## src/rtl/vsg_pkg.sv

```systemverilog
package vsg_pkg;
  typedef enum logic [1:0] {
    LVL_PORCH  = 2'd0,
    LVL_BLANK  = 2'd1,
    LVL_ACTIVE = 2'd2
  } level_e;
endpackage

```

## src/rtl/vsg_clk_div.sv

```systemverilog
module vsg_clk_div #(
  parameter int CW = 2
) (
  input  logic clk2x,
  input  logic rst,
  input  logic div4,
  output logic ce
);
  logic [CW-1:0] cnt;
  logic [CW-1:0] last;

  assign last = div4 ? CW'(3) : CW'(1);
  assign ce   = (cnt == last);

  always_ff @(posedge clk2x) begin
    if (rst) cnt <= '0;
    else if (ce) cnt <= '0;
    else cnt <= cnt + CW'(1);
  end


  ce_single_chk: assert property (@(posedge clk2x) disable iff (rst) ce |=> !ce);

  ce_div2_chk: assert property (@(posedge clk2x) disable iff (rst) (!div4 && !ce) |=> ce);
endmodule

```

## src/rtl/vsg_sync_in.sv

```systemverilog
module vsg_sync_in (
  input  logic clk2x,
  input  logic rst,
  input  logic pin,
  input  logic act_low,
  output logic edge_p
);
  logic s1, s2, s3;

  always_ff @(posedge clk2x) begin
    if (rst) begin
      s1 <= 1'b0;
      s2 <= 1'b0;
      s3 <= 1'b0;
    end else begin
      s1 <= pin ^ act_low;
      s2 <= s1;
      s3 <= s2;
    end
  end

  assign edge_p = s2 & ~s3;


  sync_edge_once_chk: assert property (@(posedge clk2x) disable iff (rst) edge_p |=> !edge_p);
endmodule

```

## src/rtl/vsg_raster.sv

```systemverilog
module vsg_raster #(
  parameter int HCW = 11,
  parameter int VCW = 10
) (
  input  logic           clk2x,
  input  logic           rst,
  input  logic           ce,
  input  logic           slave,
  input  logic           hs_edge,
  input  logic           vs_edge,
  input  logic [HCW-1:0] cfg_len,
  input  logic [VCW-1:0] cfg_lines,
  output logic [HCW-1:0] h,
  output logic [VCW-1:0] v,
  output logic           odd,
  output logic           h_over,
  output logic           v_over
);
  logic hs_pend, vs_pend, vs_even;
  logic h_last, v_last;

  assign h_last = (h == cfg_len - HCW'(1));
  assign v_last = (v == cfg_lines - VCW'(1));

  always_ff @(posedge clk2x) begin
    if (rst) begin
      h       <= '0;
      v       <= '0;
      odd     <= 1'b1;
      h_over  <= 1'b0;
      v_over  <= 1'b0;
      hs_pend <= 1'b0;
      vs_pend <= 1'b0;
      vs_even <= 1'b0;
    end else begin
      hs_pend <= slave && (hs_edge || (hs_pend && !ce));
      vs_pend <= slave && (vs_edge || (vs_pend && !(ce && hs_pend)));
      if (ce) begin
        if (!slave) begin
          h_over <= 1'b0;
          v_over <= 1'b0;
          if (h_last) begin
            h <= '0;
            if (v_last) begin
              v   <= '0;
              odd <= ~odd;
            end else begin
              v <= v + VCW'(1);
            end
          end else begin
            h <= h + HCW'(1);
          end
        end else begin
          if (vs_pend && !hs_pend) vs_even <= 1'b1;
          if (hs_pend) begin
            h      <= '0;
            h_over <= 1'b0;
            if (vs_pend) begin
              v       <= '0;
              v_over  <= 1'b0;
              odd     <= ~vs_even;
              vs_even <= 1'b0;
            end else if (v_last) begin
              v_over <= 1'b1;
            end else begin
              v <= v + VCW'(1);
            end
          end else if (h_last) begin
            h_over <= 1'b1;
          end else begin
            h <= h + HCW'(1);
          end
        end
      end
    end
  end


  h_range_chk: assert property (@(posedge clk2x) disable iff (rst) h <= cfg_len - HCW'(1));

  master_wrap_chk: assert property (@(posedge clk2x) disable iff (rst)
    (ce && !slave && h_last) |=> (h == '0));

  slave_restart_chk: assert property (@(posedge clk2x) disable iff (rst)
    (ce && slave && hs_pend) |=> (h == '0 && !h_over));

  porch_hold_chk: assert property (@(posedge clk2x) disable iff (rst) h_over |-> h_last);

  field_hold_chk: assert property (@(posedge clk2x) disable iff (rst) v_over |-> v_last);
endmodule

```

## src/rtl/vsg_timing_gen.sv

```systemverilog
module vsg_timing_gen #(
  parameter int HCW = 11,
  parameter int VCW = 10
) (
  input  logic           clk2x,
  input  logic           rst,
  input  logic           div4,
  input  logic           slave_mode,
  input  logic           hs_act_low,
  input  logic           vs_act_low,
  input  logic           blank_act_low,
  input  logic           field_act_low,
  input  logic [HCW-1:0] line_len,
  input  logic [HCW-1:0] hsync_width,
  input  logic [HCW-1:0] hblank_end,
  input  logic [VCW-1:0] field_lines,
  input  logic [VCW-1:0] vsync_lines,
  input  logic [VCW-1:0] vblank_lines,
  input  logic           hs_in,
  input  logic           vs_in,
  output logic           pix_ce,
  output logic           hs_out,
  output logic           vs_out,
  output logic           blank_out,
  output logic           field_out,
  output logic [HCW-1:0] pixel_cnt,
  output logic [VCW-1:0] line_cnt,
  output logic [1:0]     level_sel
);
  import vsg_pkg::*;

  localparam int NSYNC = 2;

  logic           div4_q, slave_q, hpol_q, vpol_q, bpol_q, fpol_q;
  logic [HCW-1:0] len_q, hsw_q, hbe_q;
  logic [VCW-1:0] lines_q, vsw_q, vbe_q;

  always_ff @(posedge clk2x) begin
    if (rst) begin
      div4_q  <= div4;
      slave_q <= slave_mode;
      hpol_q  <= hs_act_low;
      vpol_q  <= vs_act_low;
      bpol_q  <= blank_act_low;
      fpol_q  <= field_act_low;
      len_q   <= line_len;
      hsw_q   <= hsync_width;
      hbe_q   <= hblank_end;
      lines_q <= field_lines;
      vsw_q   <= vsync_lines;
      vbe_q   <= vblank_lines;
    end
  end

  logic ce;
  vsg_clk_div u_div (.clk2x(clk2x), .rst(rst), .div4(div4_q), .ce(ce));

  logic [NSYNC-1:0] pin_v, pol_v, edge_v;
  assign pin_v = {vs_in, hs_in};
  assign pol_v = {vpol_q, hpol_q};

  for (genvar i = 0; i < NSYNC; i++) begin : g_sync
    vsg_sync_in u_in (
      .clk2x  (clk2x),
      .rst    (rst),
      .pin    (pin_v[i]),
      .act_low(pol_v[i]),
      .edge_p (edge_v[i])
    );
  end

  logic [HCW-1:0] h;
  logic [VCW-1:0] v;
  logic           odd, h_over, v_over;

  vsg_raster #(.HCW(HCW), .VCW(VCW)) u_raster (
    .clk2x    (clk2x),
    .rst      (rst),
    .ce       (ce),
    .slave    (slave_q),
    .hs_edge  (edge_v[0]),
    .vs_edge  (edge_v[1]),
    .cfg_len  (len_q),
    .cfg_lines(lines_q),
    .h        (h),
    .v        (v),
    .odd      (odd),
    .h_over   (h_over),
    .v_over   (v_over)
  );

  logic   hs_a, vs_a, blank_a;
  level_e lvl;

  always_comb begin
    hs_a    = (h < hsw_q);
    vs_a    = !v_over && (v < vsw_q);
    blank_a = h_over || v_over || (h < hbe_q) || (v < vbe_q);
    if (h_over)       lvl = LVL_PORCH;
    else if (blank_a) lvl = LVL_BLANK;
    else              lvl = LVL_ACTIVE;
  end

  always_ff @(posedge clk2x) begin
    if (rst) begin
      pix_ce    <= 1'b0;
      hs_out    <= 1'b0;
      vs_out    <= 1'b0;
      blank_out <= 1'b0;
      field_out <= 1'b0;
      pixel_cnt <= '0;
      line_cnt  <= '0;
      level_sel <= LVL_BLANK;
    end else begin
      pix_ce    <= ce;
      hs_out    <= hs_a ^ hpol_q;
      vs_out    <= vs_a ^ vpol_q;
      blank_out <= blank_a ^ bpol_q;
      field_out <= odd ^ fpol_q;
      pixel_cnt <= h;
      line_cnt  <= v;
      level_sel <= lvl;
    end
  end


  level_blank_chk: assert property (@(posedge clk2x) disable iff (rst)
    (level_sel == LVL_ACTIVE) |=> ($past(level_sel) != LVL_ACTIVE) || (level_sel != LVL_ACTIVE) || (blank_out == bpol_q));

  porch_blank_chk: assert property (@(posedge clk2x) disable iff (rst)
    (!$past(rst) && level_sel == LVL_PORCH) |-> (blank_out == !bpol_q));
endmodule

```

## config.mk

```make
export PLATFORM = sky130hd
export DESIGN_NAME = vsg_timing_gen
export DESIGN_NICKNAME = d
export VERILOG_FILES = /design/src/rtl/vsg_pkg.sv /design/src/rtl/vsg_clk_div.sv /design/src/rtl/vsg_sync_in.sv /design/src/rtl/vsg_raster.sv /design/src/rtl/vsg_timing_gen.sv
export SDC_FILE = /design/constraint.sdc
export NUM_CORES = 1
export LEC_CHECK = 0
export BUFFER_PORTS_ARGS = -buffer_cell sky130_fd_sc_hd__buf_2
export CAP_MARGIN = 5
export CORE_UTILIZATION = 61
export CTS_CLUSTER_SIZE = 12
export DETAILED_ROUTE_END_ITERATION = 10
export PLACE_DENSITY = 0.95
export SETUP_SLACK_MARGIN = 0.5
export SYNTH_ARGS = -nofsm -noshare
export SYNTH_HDL_FRONTEND = slang
export SYNTH_SLANG_ARGS = --single-unit
```

## constraint.sdc

```tcl
create_clock -name clk2x -period 4.5 [get_ports clk2x]
set_input_delay 0.45 -clock clk2x [delete_from_list [all_inputs] [get_ports clk2x]]
set_output_delay 0.45 -clock clk2x [all_outputs]
set_load 0.01 [all_outputs]
```

==> metrics.md, run 1 <==
| Metric | Value |
|---|---|
| Pwr dens | `399 nW/um^2` |
| Yosys warnings | `0` |
| Die height | `103 um` |
| Logic gate share of total power | `0.071` |
| Largest net degree at the start of global routing | `91` |
| VDD IR-drop max | `0.418 mV` |
| Internal power | `2310 uW` |
| Cell taking the most area after synthesis | `edfxtp_1` |
| Pins over their slew limit | `0` |
| Setup TNS | `0 ns` |
| Synth Flop Type | `edfxtp_1` |
| Final core occ | `0.758` |
| Clock network power share | `0.465` |
| Cell Area, Synth | `6250 sq um` |
| Hold Crit Class | `in2reg` |
| Clk sinks | `132` |
| Seq/Total Area, Yosys | `0.533` |
| Final WS setup | `1.12 ns` |
| Tcrit/Tclk final | `0.751` |
| Most common cell in the netlist | `edfxtp_1` |
| LEAKAGE | `0.00331 uW` |
| Placement Cell Area | `6870 sq um` |
| Data arrival, critical path | `3.86 ns` |
| DR iter-0 viols | `267` |
| Inserted Clock Buffers | `17` |
| Final ANT Viol Nets | `0` |
| Sequential share of power | `0.464` |
| IO buf count | `100` |
| Worst EP required | `4.98 ns` |
| Gr ovfl total | `0` |
| Actual slew at the worst max-slew pin | `1.02 ns` |
| H-Tree Depth | `4` |
| Post-Synthesis Cells | `572` |
| Post-route cell area | `7480 sq um` |
| Routed wire length | `13,800 um` |
| Final Non-Filler Cells | `822` |
| Final setup violation count | `0` |
| RePlAce Congestion | `0.860` |
| Critical Path End Type | `flip-flop` |
| Via density | `5.84` |
| Die X | `103 um` |
| Post-CTS Hold Buffers | `0` |
| DP Worst Slack | `1.20 ns` |
| Vias in the first global route | `4,677` |
| Postcts setup bufs | `0` |
| Post-CTS Resized | `0` |
| Avg Cell Area, Syn | `10.9 sq um` |
| Nets@finish | `791` |
| Starting Density | `0.634` |
| # diodes | `0` |
| Initial DRT Pass Iterations | `5` |
| Layout area overhead | `19.6%` |
| First-pass GRT wire length | `22,000 um` |
| Clock slew seen by the registers of the worst setup and hold paths | `0.06 ns` |
| Wire per inst | `16.8 um` |
| Post-layout minimum cycle time | `3.38 ns` |
| Clock root buffer | `clkbuf_8` |
| Initial antenna violation count | `0` |
| Hpwl dp | `9360 um` |
| Placed Instances | `790` |
| Clk buf depth | `2` |
| Synth cell types | `65` |
| Total die area | `10,700 sq um` |
| GR Util All Layers | `0.279` |
| Vias | `4,800` |
| Setup CP Type | `reg2reg` |
| Fin. Hold Viols | `0` |
| Slew headroom | `0.323` |
| CP startpoint kind | `flip-flop` |
| NetSw | `674 uW` |
| Synth top area share | `0.331` |
| Clock Skew | `0.00742 ns` |
| Num rows | `36` |
| Status | `finished, final reports clean` |
| RSZ-0062 raised after global routing | `no` |
| Worst skew pair latency | `0.54 ns` |
| TritonCTS clock tree | `built` |
| Synthesized Nets | `687` |
| Synth area leaders | `edfxtp_1, dfxtp_1, ha_1` |
| Core Region | `9860 sq um` |
| Critical path peak fanout | `14` |
| Achievable Freq | `0.296 GHz` |
| Maxcap violations | `0` |
| EDFF count, synth | `69` |
| DRC violations left | `0` |
| FF+latch count, synth | `132` |
| I/O pin cnt | `101` |
| Top cells by count, synth | `edfxtp_1, dfxtp_1, inv_1` |
| Switching Share | `0.226` |
| Layout cells sized above 1 | `0.213` |
| Async set or reset register ratio after synthesis | `0` |
## routing by layer
metal	GRT usage	vias up	part of all wire
met3	0.0874	32	0.069
met4	0.111	0	0.019
li1	-	2273	-
met1	0.342	2297	0.41
met2	0.462	198	0.50
met5	0	-	0
## final cells by class
| class | count | area (sq um) |
|---|---|---|
| sequential | 132 | 3330 |
| multi-input combinational | 374 | 2670 |
| inverter | 50 | 188 |
| fill | 647 | 2380 |
| clock inverter | 9 | 85.1 |
| clock buffer | 23 | 531 |
| tap | 133 | 166 |
| timing repair buffer | 101 | 510 |
## kinds of logic (layout without fill, tap and decap cells)
group,Yosys count,after routing,share of synthesized area
flops,132,132,0.533
fa+ha+maj,42,42,0.0840
xor+xnor,32,32,0.0470
mux,6,6,0.0102
buf+inv,66,183,0.0404
compound gates,101,101,0.110
simple gates,193,193,0.175
## cell usage in the layout, fill, tap and decap left out, types with 4 or more instances in the layout
cell,Yosys,layout
buf_2,1,99
inv_1,50,50
nand2b_1,17,17
clkbuf_8,0,4
or4_1,6,6
ha_1,42,42
a31oi_1,5,5
xor2_1,15,15
edfxtp_1,69,69
and2_1,5,5
nor2_1,34,34
or3_1,7,7
clkbuf_16,0,19
dfxtp_1,63,63
o31ai_1,4,4
a21boi_1,4,4
o21ai_0,18,18
xnor2_1,16,16
o21a_1,4,4
nand2_1,19,19
and3_1,6,6
nand4_1,6,6
nand3_1,20,20
a21o_1,13,13
a21oi_1,24,24
nor3_1,15,15
nor4_1,6,6
nor2b_1,30,30
## power groups by stage
stage,Sequential (uW),Combinational [uW],Clock [uW]
after floorplan,1390,134,0
after global placement,1400,193,0
after detailed placement,1410,207,0
after CTS,1390,211,1400
after global routing,1390,238,1460
final,1390,211,1390
## path summary, 6_finish.rpt
kind,to,start,cells after the start,slack [ns]
min reg2reg,g_sync[1].u_in.s2$_SDFF_PP0_,g_sync[1].u_in.s1$_SDFF_PP0_,1,0.44
max reg2reg,u_raster.v[8]$_SDFFE_PP0P_,len_q[0]$_DFFE_PP_,10,1.12
max,u_raster.v[8]$_SDFFE_PP0P_,len_q[0]$_DFFE_PP_,10,1.12
min,vsw_q[0]$_DFFE_PP_,vsync_lines[0],1,0.08
## state kept, by name, indices dropped and copies added, names as in the netlist, 2 cells and up, named ones only
| name | cells |
|---|---|
| hbe_q | 11 |
| hsw_q | 11 |
| len_q | 11 |
| pixel_cnt | 11 |
| u_raster.h | 11 |
| line_cnt | 10 |
| lines_q | 10 |
| u_raster.v | 10 |
| vbe_q | 10 |
| vsw_q | 10 |
| g_sync.u_in.s1 | 2 |
| g_sync.u_in.s2 | 2 |
| g_sync.u_in.s3 | 2 |
| level_sel | 2 |
| u_div.cnt | 2 |
## per-stage QoR
step | total power (uW) | hold WS, ns
detailed placement | 1620 | 0.424
floorplan | 1530 | 0.414
global route | 3090 | 0.0499
global placement | 1600 | 0.422
finish | 2980 | 0.0805
CTS | 3000 | 0.0660
## worst max-delay path: stages (launching register included)
cell,delay (ns)
edfxtp_1,0.49
inv_1,0.10
ha_1,0.21
nor4b_1,0.51
nand2b_1,0.13
o311a_1,0.39
a22oi_1,0.32
nand2_1,0.19
o22ai_2,0.49
nor4b_1,0.33
o21a_1,0.16
No activity file was read; power rests on OpenSTA's default activity.
==> run 2: changes to the inputs <==
Settings changed: CORE_UTILIZATION 61 to 51, PLACE_DENSITY 0.95 to 0.88.
Clock period 4.5 ns to 3 ns, I/O delays scaled along.
==> run 2 against run 1 <==
  * Clock power grew 46%
  * Sequential share of layout area shrank 3.1 points
  * First-iteration DRC count grew 10%
  * Clock skew grew 0.0050 ns
  * Critical path type unchanged
  * Non-clock buffer count grew 33
  * Register-to-register slack lost 0.93 ns
  * Setup slack lost 0.93 ns
==> metrics.md, run 2 (synthesis gave the netlist of run 1 again) <==
| Metric | Value |
|---|---|
| Status | `finished, final reports clean` |
| Setup TNS | `0 ns` |
| Placement Cell Area | `7070 sq um` |
| Clk sinks | `132` |
| Critical path peak fanout | `7` |
| Final setup violation count | `0` |
| Initial antenna violation count | `0` |
| Worst skew pair latency | `0.42 ns` |
| TritonCTS clock tree | `built` |
| VDD IR-drop max | `0.493 mV` |
| Num rows | `40` |
| Layout cells sized above 1 | `0.302` |
| Starting Density | `0.523` |
| Critical Path End Type | `flip-flop` |
| DR iter-0 viols | `294` |
| Vias in the first global route | `4,946` |
| Hpwl dp | `9650 um` |
| RePlAce Congestion | `0.936` |
| Slew headroom | `0.448` |
| Pins over their slew limit | `0` |
| Largest net degree at the start of global routing | `72` |
| Worst EP required | `3.35 ns` |
| LEAKAGE | `0.00355 uW` |
| Clock root buffer | `clkbuf_16` |
| Die X | `113 um` |
| RSZ-0062 raised after global routing | `yes` |
| Vias | `4,878` |
| Clock Skew | `0.0124 ns` |
| Setup CP Type | `reg2reg` |
| H-Tree Depth | `4` |
| Initial DRT Pass Iterations | `4` |
| Die height | `113 um` |
| Layout area overhead | `28.7%` |
| Fillers | `832` |
| Nets@finish | `825` |
| Clock slew seen by the registers of the worst setup and hold paths | `0.05 ns` |
| Via density | `5.61` |
| Clk buf depth | `2` |
| Most common cell after layout, fill and taps aside | `buf_2` |
| # diodes | `0` |
| Routed wire length | `14,600 um` |
| Wire per inst | `16.8 um` |
| Achievable Freq | `0.357 GHz` |
| Most frequent cells in the layout | `buf_2, edfxtp_1, dfxtp_1` |
| Post-layout minimum cycle time | `2.80 ns` |
| Inserted Clock Buffers | `17` |
| Actual slew at the worst max-slew pin | `0.828 ns` |
| CP startpoint kind | `flip-flop` |
| Core Region | `12,000 sq um` |
| First-pass GRT wire length | `22,600 um` |
| Total die area | `12,700 sq um` |
| Data arrival, critical path | `3.16 ns` |
| Hold Crit Class | `in2reg` |
| IO buf count | `100` |
| Fin. Hold Viols | `0` |
| Pwr dens | `559 nW/um^2` |
| Tcrit/Tclk final | `0.935` |
| Final ANT Viol Nets | `0` |
| DRC violations left | `0` |
| GR Util All Layers | `0.230` |
| I/O pin cnt | `101` |
| Maxcap violations | `0` |
| Gr ovfl total | `0` |
| Post-route cell area | `8050 sq um` |
==> run 2: critical path: stages, from the launching register on <==
cell and delay, ns:
edfxtp_1 0.44, or4_1 0.54, or3_1 0.35, a211o_1 0.34, nor3_2 0.35, nand3b_4 0.16, nand3_4 0.13, buf_12 0.13
o21ai_0 0.12, a21oi_2 0.17
==> run 2: through the flow <==
step	setup WS, ns	util	hold slack (ns)	std cells	power (uW)
after detailed placement	0.00197	0.591	0.444	818	2450
after global routing	0.0926	0.673	0.0400	870	4650
final	0.196	0.673	0.0553	870	4500
after floorplan	0.271	-	0.380	572	2300
after global placement	0.184	0.591	0.428	818	2420
after CTS	0.131	0.649	0.0369	860	4490
==> run 2: area by class of cell <==
cell class | count | area (sq um) | area share
Multi-Input combinational cell | 375 | 2970 | 0.369
Tap cell | 147 | 184 | 0.0228
Inverter | 50 | 188 | 0.0233
Clock inverter | 5 | 31.3 | 0.00389
Clock buffer | 27 | 567 | 0.0704
Timing Repair Buffer | 134 | 778 | 0.0967
Sequential cell | 132 | 3330 | 0.414
==> run 2: metal layers <==
layer | vias up | share of wire | global-route usage
met5 | - | 0 | 0
met3 | 43 | 0.058 | 0.0589
met2 | 200 | 0.52 | 0.414
li1 | 2336 | - | -
met4 | 0 | 0.027 | 0.111
met1 | 2299 | 0.40 | 0.254
==> run 2: timing repair <==
| item | CTS | global route |
|---|---|---|
| resized for setup | 4 | 37 |
| hold buffers | 0 | 0 |
| cloned | 0 | 1 |
| setup buffers | 10 | 9 |
| endpoints found under the setup margin | 22 | 24 |
| pin swaps | 10 | 25 |
==> run 2: worst paths after layout <==
check,from,to,slack (ns),depth (start not counted)
max,len_q[0]$_DFFE_PP_,u_raster.h[6]$_SDFFE_PP0P_,0.20,9
min,line_len[10],len_q[10]$_DFFE_PP_,0.06,1
max reg2reg,len_q[0]$_DFFE_PP_,u_raster.h[6]$_SDFFE_PP0P_,0.20,9
min reg2reg,g_sync[0].u_in.s1$_SDFF_PP0_,g_sync[0].u_in.s2$_SDFF_PP0_,0.44,1
==> run 2: where the power goes <==
| group | total [uW] | switching, uW | leakage (uW) | internal [uW] |
|---|---|---|---|---|
| clock | 2030 | 738 | 0.000300 | 1290 |
| sequential | 2070 | 67.2 | 0.00119 | 2010 |
| combinational | 397 | 212 | 0.00206 | 185 |
| total | 4500 | 1020 | 0.00355 | 3480 |
